`config.mk`:
```
export PLATFORM = sky130hd
export DESIGN_NAME = sector_tag_dir
export DESIGN_NICKNAME = d
export VERILOG_FILES = /design/src/rtl/sector_tag_pkg.sv /design/src/rtl/sector_tag_ctrl.sv /design/src/rtl/sector_tag_dp.sv /design/src/rtl/sector_tag_dir.sv
export SDC_FILE = /design/constraint.sdc
export NUM_CORES = 1
export LEC_CHECK = 0
export BUFFER_PORTS_ARGS = -buffer_cell sky130_fd_sc_hd__buf_2
export CAP_MARGIN = 30
export CORE_MARGIN = 8
export CORE_UTILIZATION = 40
export DETAILED_ROUTE_END_ITERATION = 12
export GPL_TIMING_DRIVEN = 0
export PLACE_DENSITY = 0.63
export SYNTH_ARGS = -nofsm -noshare
export SYNTH_HDL_FRONTEND = slang
export SYNTH_SLANG_ARGS = --single-unit
```
`constraint.sdc`:
```
create_clock -name clk -period 29.1 [get_ports clk]
set_clock_uncertainty 0.05 [all_clocks]
set_input_delay 0 -clock clk [delete_from_list [all_inputs] [get_ports clk]]
set_output_delay 0 -clock clk [all_outputs]
set_load 0.01 [all_outputs]
```
`src/rtl/sector_tag_pkg.sv`:
```
package sector_tag_pkg;
  typedef struct packed {
    logic touchEn;   // move the hit sector to the front
    logic fillEn;    // load the victim with the lookup tag
    logic wrEn;      // apply the debug write
    logic rdRestart; // readout pointer back to 0
    logic rdStep;    // readout pointer forward
  } ctrlStrobes_t;
endpackage

```
`src/rtl/sector_tag_ctrl.sv`:
```
module sector_tag_ctrl
  import sector_tag_pkg::*;
(
  input  logic         lkValid,
  input  logic         lkMatch,
  input  logic         victimFound,
  input  logic         dbgWrEn,
  input  logic         dbgRdRestart,
  input  logic         dbgRdStep,
  output logic         noVictim,
  output ctrlStrobes_t strobes
);
  logic lookupMayUpdate;

  // A debug write in the same cycle holds back any lookup update.
  assign lookupMayUpdate = lkValid && !dbgWrEn;

  always_comb begin
    strobes.touchEn   = lookupMayUpdate && lkMatch;
    strobes.fillEn    = lookupMayUpdate && !lkMatch && victimFound;
    strobes.wrEn      = dbgWrEn;
    strobes.rdRestart = dbgRdRestart;
    strobes.rdStep    = dbgRdStep && !dbgRdRestart;
  end

  assign noVictim = lkValid && !lkMatch && !victimFound;
endmodule

```
`src/rtl/sector_tag_dp.sv`:
```
module sector_tag_dp
  import sector_tag_pkg::*;
#(
  parameter int TAG_W    = 12,
  parameter int NUM_SECT = 8,
  localparam int IDX_W   = $clog2(NUM_SECT),
  localparam int WORD_W  = TAG_W + IDX_W + 2
) (
  input  logic                       clk,
  input  logic                       rstN,
  input  ctrlStrobes_t               strobes,
  input  logic [TAG_W-1:0]           lkTag,
  input  logic [TAG_W-1:0]           prbTag,
  input  logic                       prbValid,
  input  logic [IDX_W-1:0]           dbgWrIdx,
  input  logic [TAG_W-1:0]           dbgWrTag,
  input  logic                       dbgWrLock,
  output logic                       lkMatch,
  output logic [IDX_W-1:0]           lkMatchIdx,
  output logic                       prbMatch,
  output logic [IDX_W-1:0]           prbMatchIdx,
  output logic                       victimFound,
  output logic [IDX_W-1:0]           victimIdx,
  output logic [IDX_W-1:0]           rdPtr,
  output logic [WORD_W-1:0]          rdWord,
  output logic [NUM_SECT*WORD_W-1:0] stateFlat
);
  logic [TAG_W-1:0] tagA  [NUM_SECT];
  logic [IDX_W-1:0] rankA [NUM_SECT];
  logic             valA  [NUM_SECT];
  logic             lockA [NUM_SECT];

  logic [IDX_W-1:0] mruIdx;
  logic [IDX_W-1:0] mruOldRank;
  logic             mruEn;

  // The sector that becomes most recent, and the rank it leaves behind.
  assign mruEn      = strobes.touchEn || strobes.fillEn;
  assign mruIdx     = strobes.touchEn ? lkMatchIdx : victimIdx;
  assign mruOldRank = rankA[mruIdx];

  for (genvar gi = 0; gi < NUM_SECT; gi++) begin : g_sect
    logic [TAG_W-1:0] tagR;
    logic [IDX_W-1:0] rankR;
    logic             valR;
    logic             lockR;

    always_ff @(posedge clk) begin
      if (!rstN) begin
        tagR  <= '0;
        valR  <= 1'b0;
        lockR <= 1'b0;
        rankR <= IDX_W'(gi);
      end else begin
        if (strobes.wrEn && dbgWrIdx == IDX_W'(gi)) begin
          tagR  <= dbgWrTag;
          valR  <= 1'b1;
          lockR <= dbgWrLock;
        end else if (strobes.fillEn && victimIdx == IDX_W'(gi)) begin
          tagR <= lkTag;
          valR <= 1'b1;
        end
        if (mruEn) begin
          if (mruIdx == IDX_W'(gi))   rankR <= '0;
          else if (rankR < mruOldRank) rankR <= rankR + 1'b1;
        end
      end
    end

    assign tagA[gi]  = tagR;
    assign rankA[gi] = rankR;
    assign valA[gi]  = valR;
    assign lockA[gi] = lockR;
    assign stateFlat[gi*WORD_W +: WORD_W] = {valR, lockR, rankR, tagR};
  end

  // Associative match for the normal lookup and for the probe.
  always_comb begin
    lkMatch     = 1'b0;
    lkMatchIdx  = '0;
    prbMatch    = 1'b0;
    prbMatchIdx = '0;
    for (int i = 0; i < NUM_SECT; i++) begin
      if (valA[i] && tagA[i] == lkTag && !lkMatch) begin
        lkMatch    = 1'b1;
        lkMatchIdx = IDX_W'(i);
      end
      if (prbValid && valA[i] && tagA[i] == prbTag && !prbMatch) begin
        prbMatch    = 1'b1;
        prbMatchIdx = IDX_W'(i);
      end
    end
  end

  // Oldest unlocked sector.
  always_comb begin
    logic [IDX_W-1:0] bestRank;
    victimFound = 1'b0;
    victimIdx   = '0;
    bestRank    = '0;
    for (int i = 0; i < NUM_SECT; i++) begin
      if (!lockA[i] && (!victimFound || rankA[i] > bestRank)) begin
        victimFound = 1'b1;
        victimIdx   = IDX_W'(i);
        bestRank    = rankA[i];
      end
    end
  end

  always_ff @(posedge clk) begin
    if (!rstN)                  rdPtr <= '0;
    else if (strobes.rdRestart) rdPtr <= '0;
    else if (strobes.rdStep)
      rdPtr <= (rdPtr == IDX_W'(NUM_SECT - 1)) ? '0 : rdPtr + 1'b1;
  end

  assign rdWord = {valA[rdPtr], lockA[rdPtr], rankA[rdPtr], tagA[rdPtr]};
endmodule

```
`src/rtl/sector_tag_dir.sv`:
```
module sector_tag_dir
  import sector_tag_pkg::*;
#(
  parameter int TAG_W    = 12,
  parameter int NUM_SECT = 8,
  localparam int IDX_W   = $clog2(NUM_SECT),
  localparam int WORD_W  = TAG_W + IDX_W + 2
) (
  input  logic              clk,
  input  logic              rstN,
  input  logic              lkValid,
  input  logic [TAG_W-1:0]  lkTag,
  output logic              lkHit,
  output logic [IDX_W-1:0]  lkHitIdx,
  output logic [IDX_W-1:0]  lkVictimIdx,
  output logic              lkNoVictim,
  input  logic              prbValid,
  input  logic [TAG_W-1:0]  prbTag,
  output logic              prbHit,
  output logic [IDX_W-1:0]  prbHitIdx,
  input  logic              dbgWrEn,
  input  logic [IDX_W-1:0]  dbgWrIdx,
  input  logic [TAG_W-1:0]  dbgWrTag,
  input  logic              dbgWrLock,
  input  logic              dbgRdRestart,
  input  logic              dbgRdStep,
  output logic [IDX_W-1:0]  dbgRdPtr,
  output logic [WORD_W-1:0] dbgRdWord
);
  ctrlStrobes_t              strobes;
  logic                      lkMatch;
  logic                      victimFound;
  logic [NUM_SECT*WORD_W-1:0] stateFlat;

  sector_tag_ctrl ctrl_i (
    .lkValid     (lkValid),
    .lkMatch     (lkMatch),
    .victimFound (victimFound),
    .dbgWrEn     (dbgWrEn),
    .dbgRdRestart(dbgRdRestart),
    .dbgRdStep   (dbgRdStep),
    .noVictim    (lkNoVictim),
    .strobes     (strobes)
  );

  sector_tag_dp #(.TAG_W(TAG_W), .NUM_SECT(NUM_SECT)) dp_i (
    .clk        (clk),
    .rstN       (rstN),
    .strobes    (strobes),
    .lkTag      (lkTag),
    .prbTag     (prbTag),
    .prbValid   (prbValid),
    .dbgWrIdx   (dbgWrIdx),
    .dbgWrTag   (dbgWrTag),
    .dbgWrLock  (dbgWrLock),
    .lkMatch    (lkMatch),
    .lkMatchIdx (lkHitIdx),
    .prbMatch   (prbHit),
    .prbMatchIdx(prbHitIdx),
    .victimFound(victimFound),
    .victimIdx  (lkVictimIdx),
    .rdPtr      (dbgRdPtr),
    .rdWord     (dbgRdWord),
    .stateFlat  (stateFlat)
  );

  assign lkHit = lkValid && lkMatch;
endmodule

```
**Word-level counts from Yosys, hierarchy flattened**

Cells that the tools add are included.

- Output and inout port bits: 32
- Input port bits: 47
- Word-level logic and storage cells: 353
- Register bits: 139

- Eq/ne operators: 38
- Mux-type cells: 117
- Order comparisons: 17
- Bitwise gates (word level): 3
- Reduce and logical (&&, ||, !) cells: 136
- Add/subtract/negate cells: 9

Operator list:

| kind | count |
|---|---|
| 12-bit two-way mux | 18 |
| 12-bit == test | 16 |
| 3-bit two-way mux | 41 |
| 1-bit logical AND | 69 |
| 1-bit two-way mux | 47 |
| 3-bit == test, second input constant | 13 |
| 12-bit binary-select mux with 3-bit select | 1 |
| 2-bit nonzero test | 16 |
| 1-bit zero test | 31 |
| 3-bit by 1-bit adder with 3-bit output, second input constant | 9 |
| 3-bit < comparator | 8 |
| 3-bit > comparator | 7 |
| 3-bit binary-select mux with 3-bit select | 2 |
| 3-bit by 2-bit == test with 1-bit output, second input constant | 6 |
| 2-bit AND reduction | 8 |
| 2-bit two-way mux | 6 |
| 3-bit by 1-bit == test with 1-bit output, second input constant | 3 |
| 3-bit zero test | 3 |
| 4-bit greater-or-equal comparator, second input constant | 2 |
| 1-bit logical OR | 8 |
| 3-bit inverter with 4-bit output | 2 |
| 1-bit binary-select mux with 3-bit select | 2 |
| 2-bit OR reduction | 1 |
| 1-bit inverter | 1 |

**Longest topological paths before layout**

Gate-level depths: netlist of the first run.

- Depth after elaboration: 37
- Gate-level depth with buffers: 58
- Depth with buffers taken out: 55

**Modules after synthesis**

A second synthesis of the first run with hierarchy kept.

- Cells, all modules: 1367
- Area total of the unflattened synthesis: 11736.3 µm²

Modules (own cells, without submodules):

| module | instances | area an instance (µm²) | seq. area each (µm²) | cells each |
|---|---|---|---|---|
| sector_tag_dp | 1 | 11678.7 | 2782.7 | 1360 |
| sector_tag_ctrl | 1 | 51.3 | 0.0 | 6 |
| sector_tag_dir | 1 | 6.3 | 0.0 | 1 |

**Least setup slack after synthesis of the first run**

No wires, ideal clock.

- Path type: reg2reg
- Start: register dp_i.g_sect[0].lockR
- End: register dp_i.g_sect[3].rankR[1]
- Data required time: 28.929 ns
- Library setup time: 0.121 ns
- Path buffers: 3
- Path slack: 17.999 ns
- Cell stages (with the launch flop): 56
- Data arrival time: 10.930 ns
- Clock period less this slack: 11.101 ns
- Cell sequence: dfxtp_1 buf_2 nand2b_1 ha_1 nor2b_1 o21ai_0 a211oi_2 nand2_1 o21ai_0 inv_1 ha_1 nor2b_1 o21a_1 o31ai_1 mux2_2 ha_1 nand3_1 o21ai_0 [... 20 more ...] a21oi_1 nand2_1 a32oi_1 and2_1 nand3_1 nand2_4 buf_12 buf_2 mux2_2 nor2_1 a211oi_1 a21oi_1 ha_1 nor2_1 o21ai_0 o21ai_0 o21ai_1 mux2_2

- Longest elaborated chain between the ends: 37
- Elaborated cells on any way between the ends: 61
- Those cells by class: order compare: 8; eq/ne: 1; mux: 27; bitwise: 1; reduce/logical: 24

Ends and longest elaborated chain:

| item | RTL line | source |
|---|---|---|
| start, declared | sector_tag_dp.sv:46 | `logic lockR;` |
| start signal, assigned | sector_tag_dp.sv:58 | `lockR <= dbgWrLock;` |
| 3-bit two-way mux | sector_tag_dp.sv:102 | `if (!lockA[i] && (!victimFound \|\| rankA[i] > bestRank)) begin` |
| 3-bit > comparator | sector_tag_dp.sv:102 |  |
| 1-bit logical OR | sector_tag_dp.sv:102 |  |
| 1-bit logical AND | sector_tag_dp.sv:102 |  |
| 3-bit two-way mux / 1-bit two-way mux (equally long branches) | sector_tag_dp.sv:102 |  |
| 3-bit > comparator / 1-bit zero test (equally long branches) | sector_tag_dp.sv:102 |  |
| 1-bit logical OR | sector_tag_dp.sv:102 |  |
| 1-bit logical AND | sector_tag_dp.sv:102 |  |
| [... 20 more ...] | - |  |
| 3-bit two-way mux | sector_tag_dp.sv:102 |  |
| 3-bit two-way mux | sector_tag_dp.sv:39 | `assign mruIdx = strobes.touchEn ? lkMatchIdx : victimIdx;` |
| 3-bit inverter with 4-bit output (implied by the code) | sector_tag_dp.sv:40 | `assign mruOldRank = rankA[mruIdx];` |
| 3-bit binary-select mux with 3-bit select | sector_tag_dp.sv:40 |  |
| 3-bit two-way mux (implied by the code) (2 in series) | sector_tag_dp.sv:40 |  |
| 3-bit < comparator | sector_tag_dp.sv:65 | `else if (rankR < mruOldRank) rankR <= rankR + 1'b1;` |
| 2-bit nonzero test (no source line) | - |  |
| 2-bit AND reduction (no source line) | - |  |
| end signal, assigned | sector_tag_dp.sv:53 | `rankR <= IDX_W'(gi);` |
| end signal, assigned | sector_tag_dp.sv:65 |  |
| end, declared | sector_tag_dp.sv:44 | `logic [IDX_W-1:0] rankR;` |

Several ways; a longest one is shown, not always the timed one. The select of a mux whose other input is x is not followed.
A chain may end at the register's enable or synchronous reset.

**Worst setup path in the final report of the first run**

- Start: register dp_i.g_sect[0].rankR[0]
- End: register dp_i.g_sect[3].rankR[1]

- Longest elaborated chain between the ends: 37
- Elaborated cells on any way between the ends: 60
- Those cells by class: order compare: 8; eq/ne: 1; mux: 26; bitwise: 1; reduce/logical: 24

Ends and longest elaborated chain:

| item | RTL line |
|---|---|
| start, declared | sector_tag_dp.sv:44 |
| start signal, assigned | sector_tag_dp.sv:53 |
| start signal, assigned | sector_tag_dp.sv:65 |
| 3-bit two-way mux | sector_tag_dp.sv:102 |
| 3-bit > comparator | sector_tag_dp.sv:102 |
| 1-bit logical OR | sector_tag_dp.sv:102 |
| 1-bit logical AND | sector_tag_dp.sv:102 |
| 3-bit two-way mux / 1-bit two-way mux (equally long branches) | sector_tag_dp.sv:102 |
| 3-bit > comparator / 1-bit zero test (equally long branches) | sector_tag_dp.sv:102 |
| 1-bit logical OR | sector_tag_dp.sv:102 |
| 1-bit logical AND | sector_tag_dp.sv:102 |
| [... 20 more ...] | - |
| 3-bit two-way mux | sector_tag_dp.sv:102 |
| 3-bit two-way mux | sector_tag_dp.sv:39 |
| 3-bit inverter with 4-bit output (implied by the code) | sector_tag_dp.sv:40 |
| 3-bit binary-select mux with 3-bit select | sector_tag_dp.sv:40 |
| 3-bit two-way mux (implied by the code) (2 in series) | sector_tag_dp.sv:40 |
| 3-bit < comparator | sector_tag_dp.sv:65 |
| 2-bit nonzero test (no source line) | - |
| 2-bit AND reduction (no source line) | - |

Several ways; a longest one is shown, not always the timed one. The select of a mux whose other input is x is not followed.

==> results of run 1 <==
==> metal layers <==
layer	GRT usage	vias up	part of all wire
met5	0	-	0.00025
met4	0.114	2	0.045
met3	0.0436	130	0.074
met2	0.398	499	0.47
met1	0.301	5290	0.41
li1	-	5035	-
==> flip-flops by register name, summed over array words and instances, names as in the netlist <==
name	cells
dp_i.g_sect.valR	8
dp_i.g_sect.rankR	24
dp_i.g_sect.lockR	8
dp_i.rdPtr	3
dp_i.g_sect.tagR	96
==> worst reg2reg max path, delay by kind of cell, from the launching register on <==
family                   cells  cell delay (ns)
AO/OA/AOI/OAI               20             5.74
adder cells (fa/ha/maj)      8             2.37
buffers and inverters        4             0.51
flip-flops                   1             0.55
multiplexers                 6             2.19
AND/OR/NAND/NOR             15             2.14
==> area by class of cell <==
type / instances / area (um^2) / area share
clock buffer: 20 / 437 / 0.0328
clock inverter: 12 / 140 / 0.0105
tap: 390 / 488 / 0.0366
sequential: 139 / 2780 / 0.209
multi-input combinational: 1050 / 8370 / 0.628
buffer: 120 / 759 / 0.0570
timing repair buffer: 41 / 233 / 0.0175
inverter: 32 / 120 / 0.00901
==> stage by stage <==
| stage | setup WS (ns) | hold WS (ns) | util | cell area, um^2 | instances |
|---|---|---|---|---|---|
| after floorplan | 18.00 | 0.0769 | - | 12000 | 1341 |
| after global placement | 15.94 | 0.267 | 0.428 | 12700 | 1766 |
| after detailed placement | 15.74 | 0.286 | 0.429 | 12700 | 1767 |
| after CTS | 15.61 | 0.00832 | 0.450 | 13300 | 1804 |
| after global routing | 14.59 | 0.0226 | 0.450 | 13300 | 1804 |
| final | 15.46 | -0.00143 | 0.450 | 13300 | 1804 |
==> cells by family after synthesis <==
family,synth area share
AOI/OAI and AO/OA,0.155
xor gates and xnor gates,0.142
adders and majority gates,0.0434
buffers and inverters,0.0731
DFF,0.231
muxes,0.197
and+or+nand+nor,0.159
==> how the worst max path moves through the flow <==
stage	slack [ns]	end	startpoint
2_1_floorplan	18.00	dp_i.g_sect[3].rankR[1]$_SDFFE_PN1P_	dp_i.g_sect[0].lockR$_SDFFE_PN0P_
3_3_place_gp	15.94	dp_i.g_sect[3].rankR[1]$_SDFFE_PN1P_	dp_i.g_sect[0].rankR[0]$_SDFFE_PN0P_
3_5_place_dp	15.74	dp_i.g_sect[3].rankR[1]$_SDFFE_PN1P_	dp_i.g_sect[0].rankR[0]$_SDFFE_PN0P_
4_1_cts	15.61	dp_i.g_sect[3].rankR[1]$_SDFFE_PN1P_	dp_i.g_sect[0].rankR[0]$_SDFFE_PN0P_
5_1_grt	14.59	dp_i.g_sect[3].rankR[1]$_SDFFE_PN1P_	dp_i.g_sect[0].rankR[0]$_SDFFE_PN0P_
6_report	15.46	dp_i.g_sect[3].rankR[1]$_SDFFE_PN1P_	dp_i.g_sect[0].rankR[0]$_SDFFE_PN0P_
==> cell usage in the layout (no fill, tap or decap), types with 10 or more instances in the layout <==
master	count
xnor2_1	188
nor2_1	157
dfxtp_1	139
mux2i_1	129
a211oi_1	97
clkbuf_1	69
nand3_1	44
buf_2	39
ha_1	39
nand4_1	38
nand2_1	37
o21ai_0	34
mux4_2	34
inv_1	31
a21oi_1	25
mux2_2	24
nor3_1	24
buf_6	22
clkbuf_16	17
buf_1	15
nand2b_1	10
o21ai_1	10
==> out/results.ini, run 1 <==
[run_status]
status=finished with violations
violations=hold timing

[grt]
grt_pass1_wl_um=66800
first_global_vias=11000
grt_usage=0.242
grt_overflow_total=0
grt_max_degree=17
antenna_found_initial=1

[critical_path]
end_kind=flop
timing.rr.start=dp_i.g_sect[0].rankR[0]$_SDFFE_PN0P_
crit_type=flop to flop
crit_top_cell=ha_1
r2r_setup_slack_ns=15.46
crit_arrival_ns=13.92
r2r-end=dp_i.g_sect[3].rankR[1]$_SDFFE_PN1P_
crit_fanout=10
crit_family=compound AO/OA/AOI/OAI gates
path_depth=53
r2r_cells=53
crit_buf_inv=4
max_stage_delay_ns=0.73
critPathSlowestCell=o32ai_1
required_ns=29.38
crit_path_start_kind=flop

[hold_path]
hold_path_depth=3
min_from=dbgWrLock
min_to=dp_i.g_sect[7].lockR$_SDFFE_PN0P_
hp-class=primary input to flop

[yosys]
synth_top_area_frac=0.231
synth_seq_cells=139
synth-async-reset-ratio=0
syn-num-nets=1427
ys.flop_type=dfxtp_1
syn_area_um2=12000
yosysSeqAreaShare=0.231
synthCells=1341
synthTopCellsByArea=dfxtp_1 (23%), xnor2_1 (14%), mux2i_1 (11%)
synth.distinct_cells=95
syn_avg_cell_area_um2=8.97
synth_edf_count=0
yosysMostFrequentCell=xnor2_1
yosysWarningCount=0
synth_top_cell_by_area=dfxtp_1
synth_commonest_cells=xnor2_1 (188), nor2_1 (157), dfxtp_1 (139), mux2i_1 (129), a211oi_1 (97)

[route]
routed_via_density=6.07
wl_per_cell_um=24.4
vias=11000
drc_errors=0
totalWireLength_um=44000
drtPass1Iterations=7
drt_iter0_drc=1122
postRouteAntennaNets=0

[final_layout]
antenna_cells=0
drive_above_1_share=0.147
fin_nets=1487
syn_to_final_growth_pct=10.8
n_fill_cell=2936

[sta]
min_period_over_period=0.469
max_slew_margin=0.273
fin_setup_tns_ns=0
whs_ns=-0.00143
drv_slew=0
finalHoldViolCount=1
final.min_clock_period_ns=13.64
finalSetupViolCount=0
tightest_slew_ns=1.08
grt_setup_unrepaired=false
fmax_ghz=0.0733

[clock_network]
htree_levels=4
clk_latency_ns=0.44
cts_tree=yes
cts_setup_buffers=0
cts_resized=0
clk_path_buf_depth=2
clkSinkCount=139
clk_pin_slew_ns=0.07
hold_buffers=5
clockRootBuffer=clkbuf_16
cts_made_buffers=17

[placement]
io_buffers=35
gp_congestion=0.949
dp_hpwl_um=34100

[die]
pin_count=79
fp.coreArea_um2=29600
dieHeight_um=189
rows=63
die_x_um=189
die-area_um2=35900
start_util=0.406

[flow_run]
maxCapViolCount=0

Power of run 1 is left out: the tool's default activity adds up to more than one toggle a clock period on the data nets, which glitch-free logic cannot reach.
==> run 2, diff against run 1 <==
--- a/config.mk
+++ b/config.mk
@@ -5,13 +5,14 @@
 export SDC_FILE = /design/constraint.sdc
 export NUM_CORES = 1
 export LEC_CHECK = 0
+export ABC_AREA = 1
 export BUFFER_PORTS_ARGS = -buffer_cell sky130_fd_sc_hd__buf_2
 export CAP_MARGIN = 30
 export CORE_MARGIN = 8
 export CORE_UTILIZATION = 40
 export DETAILED_ROUTE_END_ITERATION = 12
 export GPL_TIMING_DRIVEN = 0
-export PLACE_DENSITY = 0.63
+export PLACE_DENSITY = 0.62
 export SYNTH_ARGS = -nofsm -noshare
 export SYNTH_HDL_FRONTEND = slang
 export SYNTH_SLANG_ARGS = --single-unit
==> constraint.sdc (replaced) <==
create_clock -name clk -period 13.2 [get_ports clk]
set_clock_uncertainty 0.05 [all_clocks]
set_input_delay 0 -clock clk [delete_from_list [all_inputs] [get_ports clk]]
set_output_delay 0 -clock clk [all_outputs]
set_load 0.01 [all_outputs]
==> out/results.ini, run 2 <==
[critical_path]
r2r-end=dp_i.g_sect[6].rankR[2]$_SDFFE_PN1P_
r2r_setup_slack_ns=2.21  ; -13.25 ns
crit_fanout=8  ; -2
startpoint=dp_i.g_sect[0].rankR[1]$_SDFFE_PN0P_
timing.rr.start=dp_i.g_sect[0].rankR[1]$_SDFFE_PN0P_
crit_type=flop to flop
critPathCapture=dp_i.g_sect[6].rankR[2]$_SDFFE_PN1P_
required_ns=13.48  ; -15.90 ns
max_stage_delay_ns=0.52  ; -0.21 ns
crit_top_cell=nand2_1
end_kind=flop
crit_path_start_kind=flop
crit_arrival_ns=11.27  ; -2.65 ns
critPathSlowestCell=dfxtp_1
r2r_cells=71  ; +34%

[clock_network]
htree_levels=4  ; unchanged
clk_latency_ns=0.47  ; +0.03 ns
cts_tree=yes
clk_pin_slew_ns=0.07  ; about the same
cts_resized=0  ; unchanged
clk_path_buf_depth=2  ; unchanged
clockRootBuffer=clkbuf_16
clkSinkCount=139  ; unchanged
cts_made_buffers=17  ; unchanged

[final_layout]
drive_above_1_share=0.0808  ; -0.0663
largestRegisters=dp_i.g_sect.tagR (96), dp_i.g_sect.rankR (24)
mostFrequentLayoutCells=nand2_1 (687), o21ai_0 (215), inv_1 (190)
largest_register_ffs=96  ; unchanged
layout_commonest_cell=nand2_1
syn_to_final_growth_pct=11.8
fin_nets=2312  ; +55%
antenna_cells=0  ; unchanged
regMostFlops=dp_i.g_sect.tagR
n_fill_cell=3423  ; +17%

[placement]
gp_congestion=1.05  ; +10%
dp_hpwl_um=53200  ; +56%
dp_slack_ns=2.31  ; -13.43 ns
io_buffers=45  ; +29%

[route]
vias=16300  ; +49%
routed_via_density=6.18  ; +1.7%
postRouteAntennaNets=0  ; unchanged
wl_per_cell_um=27.5  ; +13%
drtPass1Iterations=6  ; -1
drt_iter0_drc=2198  ; +96%
drc_errors=0  ; unchanged
totalWireLength_um=72400  ; +65%

[die]
die-area_um2=37100  ; +3.4%
dieHeight_um=193  ; +1.7%
fp.coreArea_um2=30700  ; +3.5%
pin_count=79  ; unchanged
rows=64  ; +1.6%
die_x_um=193  ; +1.7%
start_util=0.407  ; +0.00108

[yosys]
synthMuxAreaShare=0  ; -0.197
ys.flop_type=dfxtp_1
yosysWarningCount=0  ; unchanged
synth_top_area_frac=0.223  ; -0.00837
synth.distinct_cells=51  ; -46%
synthTopCellsByArea=dfxtp_1 (22%), nand2_1 (21%), o21ai_0 (8.6%)
synth-async-reset-ratio=0  ; unchanged
yosysSeqAreaShare=0.223  ; -0.00837
synth_commonest_cells=nand2_1 (687), o21ai_0 (215), inv_1 (190), nor2_1 (173), dfxtp_1 (139)
synth_compound_area_frac=0.235  ; +0.0800
yosysMostFrequentCell=nand2_1
synth_top_family_by_area=simple AND/OR/NAND/NOR gates
synth_top_cell_by_area=dfxtp_1
yosys.area_share.simple=0.357  ; +0.198
syn_avg_cell_area_um2=5.81  ; -35%
synthCells=2148  ; +60%
synth_edf_count=0  ; unchanged
synth_fa_ha_area_frac=0.0391  ; -0.00427
syn_area_um2=12500  ; +3.8%
synth_seq_cells=139  ; unchanged
syn-num-nets=2234  ; +57%
synth_xor_area_frac=0.0379  ; -0.104

[sta]
grt_setup_unrepaired=false
min_period_over_period=0.833  ; +0.364
finalHoldViolCount=0  ; -1
fin_ws_ns=2.21  ; -13.25 ns
final.min_clock_period_ns=10.99  ; -2.65 ns
tightest_slew_ns=1.11  ; +0.0312 ns
finalSetupViolCount=0  ; unchanged
max_slew_margin=0.259  ; -0.0142
fmax_ghz=0.0910  ; +24%
drv_slew=0  ; unchanged
fin_setup_tns_ns=0  ; unchanged

[grt]
grt_use_met1=0.469  ; +0.168
grt_usage=0.384  ; +0.143
grt_busiest_layer=met2
grt_overflow_total=0  ; unchanged
use_met2=0.570  ; +0.172
grt_pass1_wl_um=102000  ; +53%
antenna_found_initial=1  ; unchanged
met3_usage=0.126  ; +0.0824
first_global_vias=15300  ; +39%
grt_max_degree=17  ; unchanged

[flow_run]
maxCapViolCount=0  ; unchanged

[hold_path]
hp-class=primary input to flop
min_from=dbgWrTag[9]

[run_status]
status=complete, no violations

[run 2: changes by cell type in the layout (fill, tap and decap cells not counted), sizes merged, moves of 44 or more]
| cell | change |
|---|---|
| mux2i | -130 |
| a211oi | -93 |
| inv | +182 |
| o21ai | +175 |
| a31oi | +112 |
| xnor2 | -167 |
| nand2 | +676 |
| a21oi | +62 |
| nand3 | +44 |
| o22ai | +45 |
[run 2: kinds of logic after synthesis]
kind of cell / after synthesis
compound gates: 513
simple gates: 1062
fa+ha+maj: 39
flops: 139
buf+inv: 341
xor+xnor: 54
[run 2: worst max-delay path, delay by kind of cell (launching register included)]
| kind | cells | cell delay [ns] |
|---|---|---|
| simple gates | 34 | 3.52 |
| buf+inv | 6 | 0.75 |
| fa+ha+maj | 8 | 2.57 |
| compound gates | 23 | 3.44 |
| flops | 1 | 0.52 |
[run 2: final cells by class]
class	count	area, um^2	share of cell area
well taps	396	495	0.0355
inverters	219	827	0.0592
repair buffers	59	380	0.0272
flip-flops and latches	139	2780	0.199
clock buffers	18	439	0.0314
plain buffers	122	528	0.0378
multi-input cells	1668	8350	0.598
clock inverters	14	164	0.0117
[run 2: how the worst min path moves through the flow]
stage,cells after the start,end,slack (ns)
after detailed placement,4,dp_i.rdPtr[2]$_SDFFE_PP0P_,0.27
after floorplan,3,dp_i.rdPtr[2]$_SDFFE_PP0P_,0.14
after global routing,3,dp_i.g_sect[0].tagR[9]$_SDFFE_PN0P_,0.02
after global placement,4,dp_i.rdPtr[2]$_SDFFE_PP0P_,0.26
final,3,dp_i.g_sect[1].tagR[9]$_SDFFE_PN0P_,0.02
after CTS,3,dp_i.g_sect[4].tagR[11]$_SDFFE_PN0P_,0.08
[run 2: routing by layer]
layer | routed length, um | vias to the layer above
met3 | 8920 | 271
met1 | 27900 | 7596
met2 | 30100 | 1097
met4 | 5370 | 0
met5 | 0 | -
li1 | - | 7318
[run 2: stage by stage]
| stage | area, um^2 | utilization | cells | hold slack, ns |
|---|---|---|---|---|
| 5_1_grt | 14000 | 0.455 | 2635 | 0.0196 |
| 3_3_place_gp | 13200 | 0.431 | 2589 | 0.261 |
| 2_1_floorplan | 12500 | - | 2148 | 0.141 |
| 3_5_place_dp | 13200 | 0.432 | 2592 | 0.268 |
| 4_1_cts | 13900 | 0.454 | 2631 | 0.0815 |
| 6_report | 14000 | 0.455 | 2635 | 0.0175 |
[run 2: repair_timing]
action	CTS	global route
hold buffers	7	1
setup endpoints to repair	0	0
hold endpoints to repair	25	1
buffers inserted	0	0
Power of run 2 is left out for the same reason.
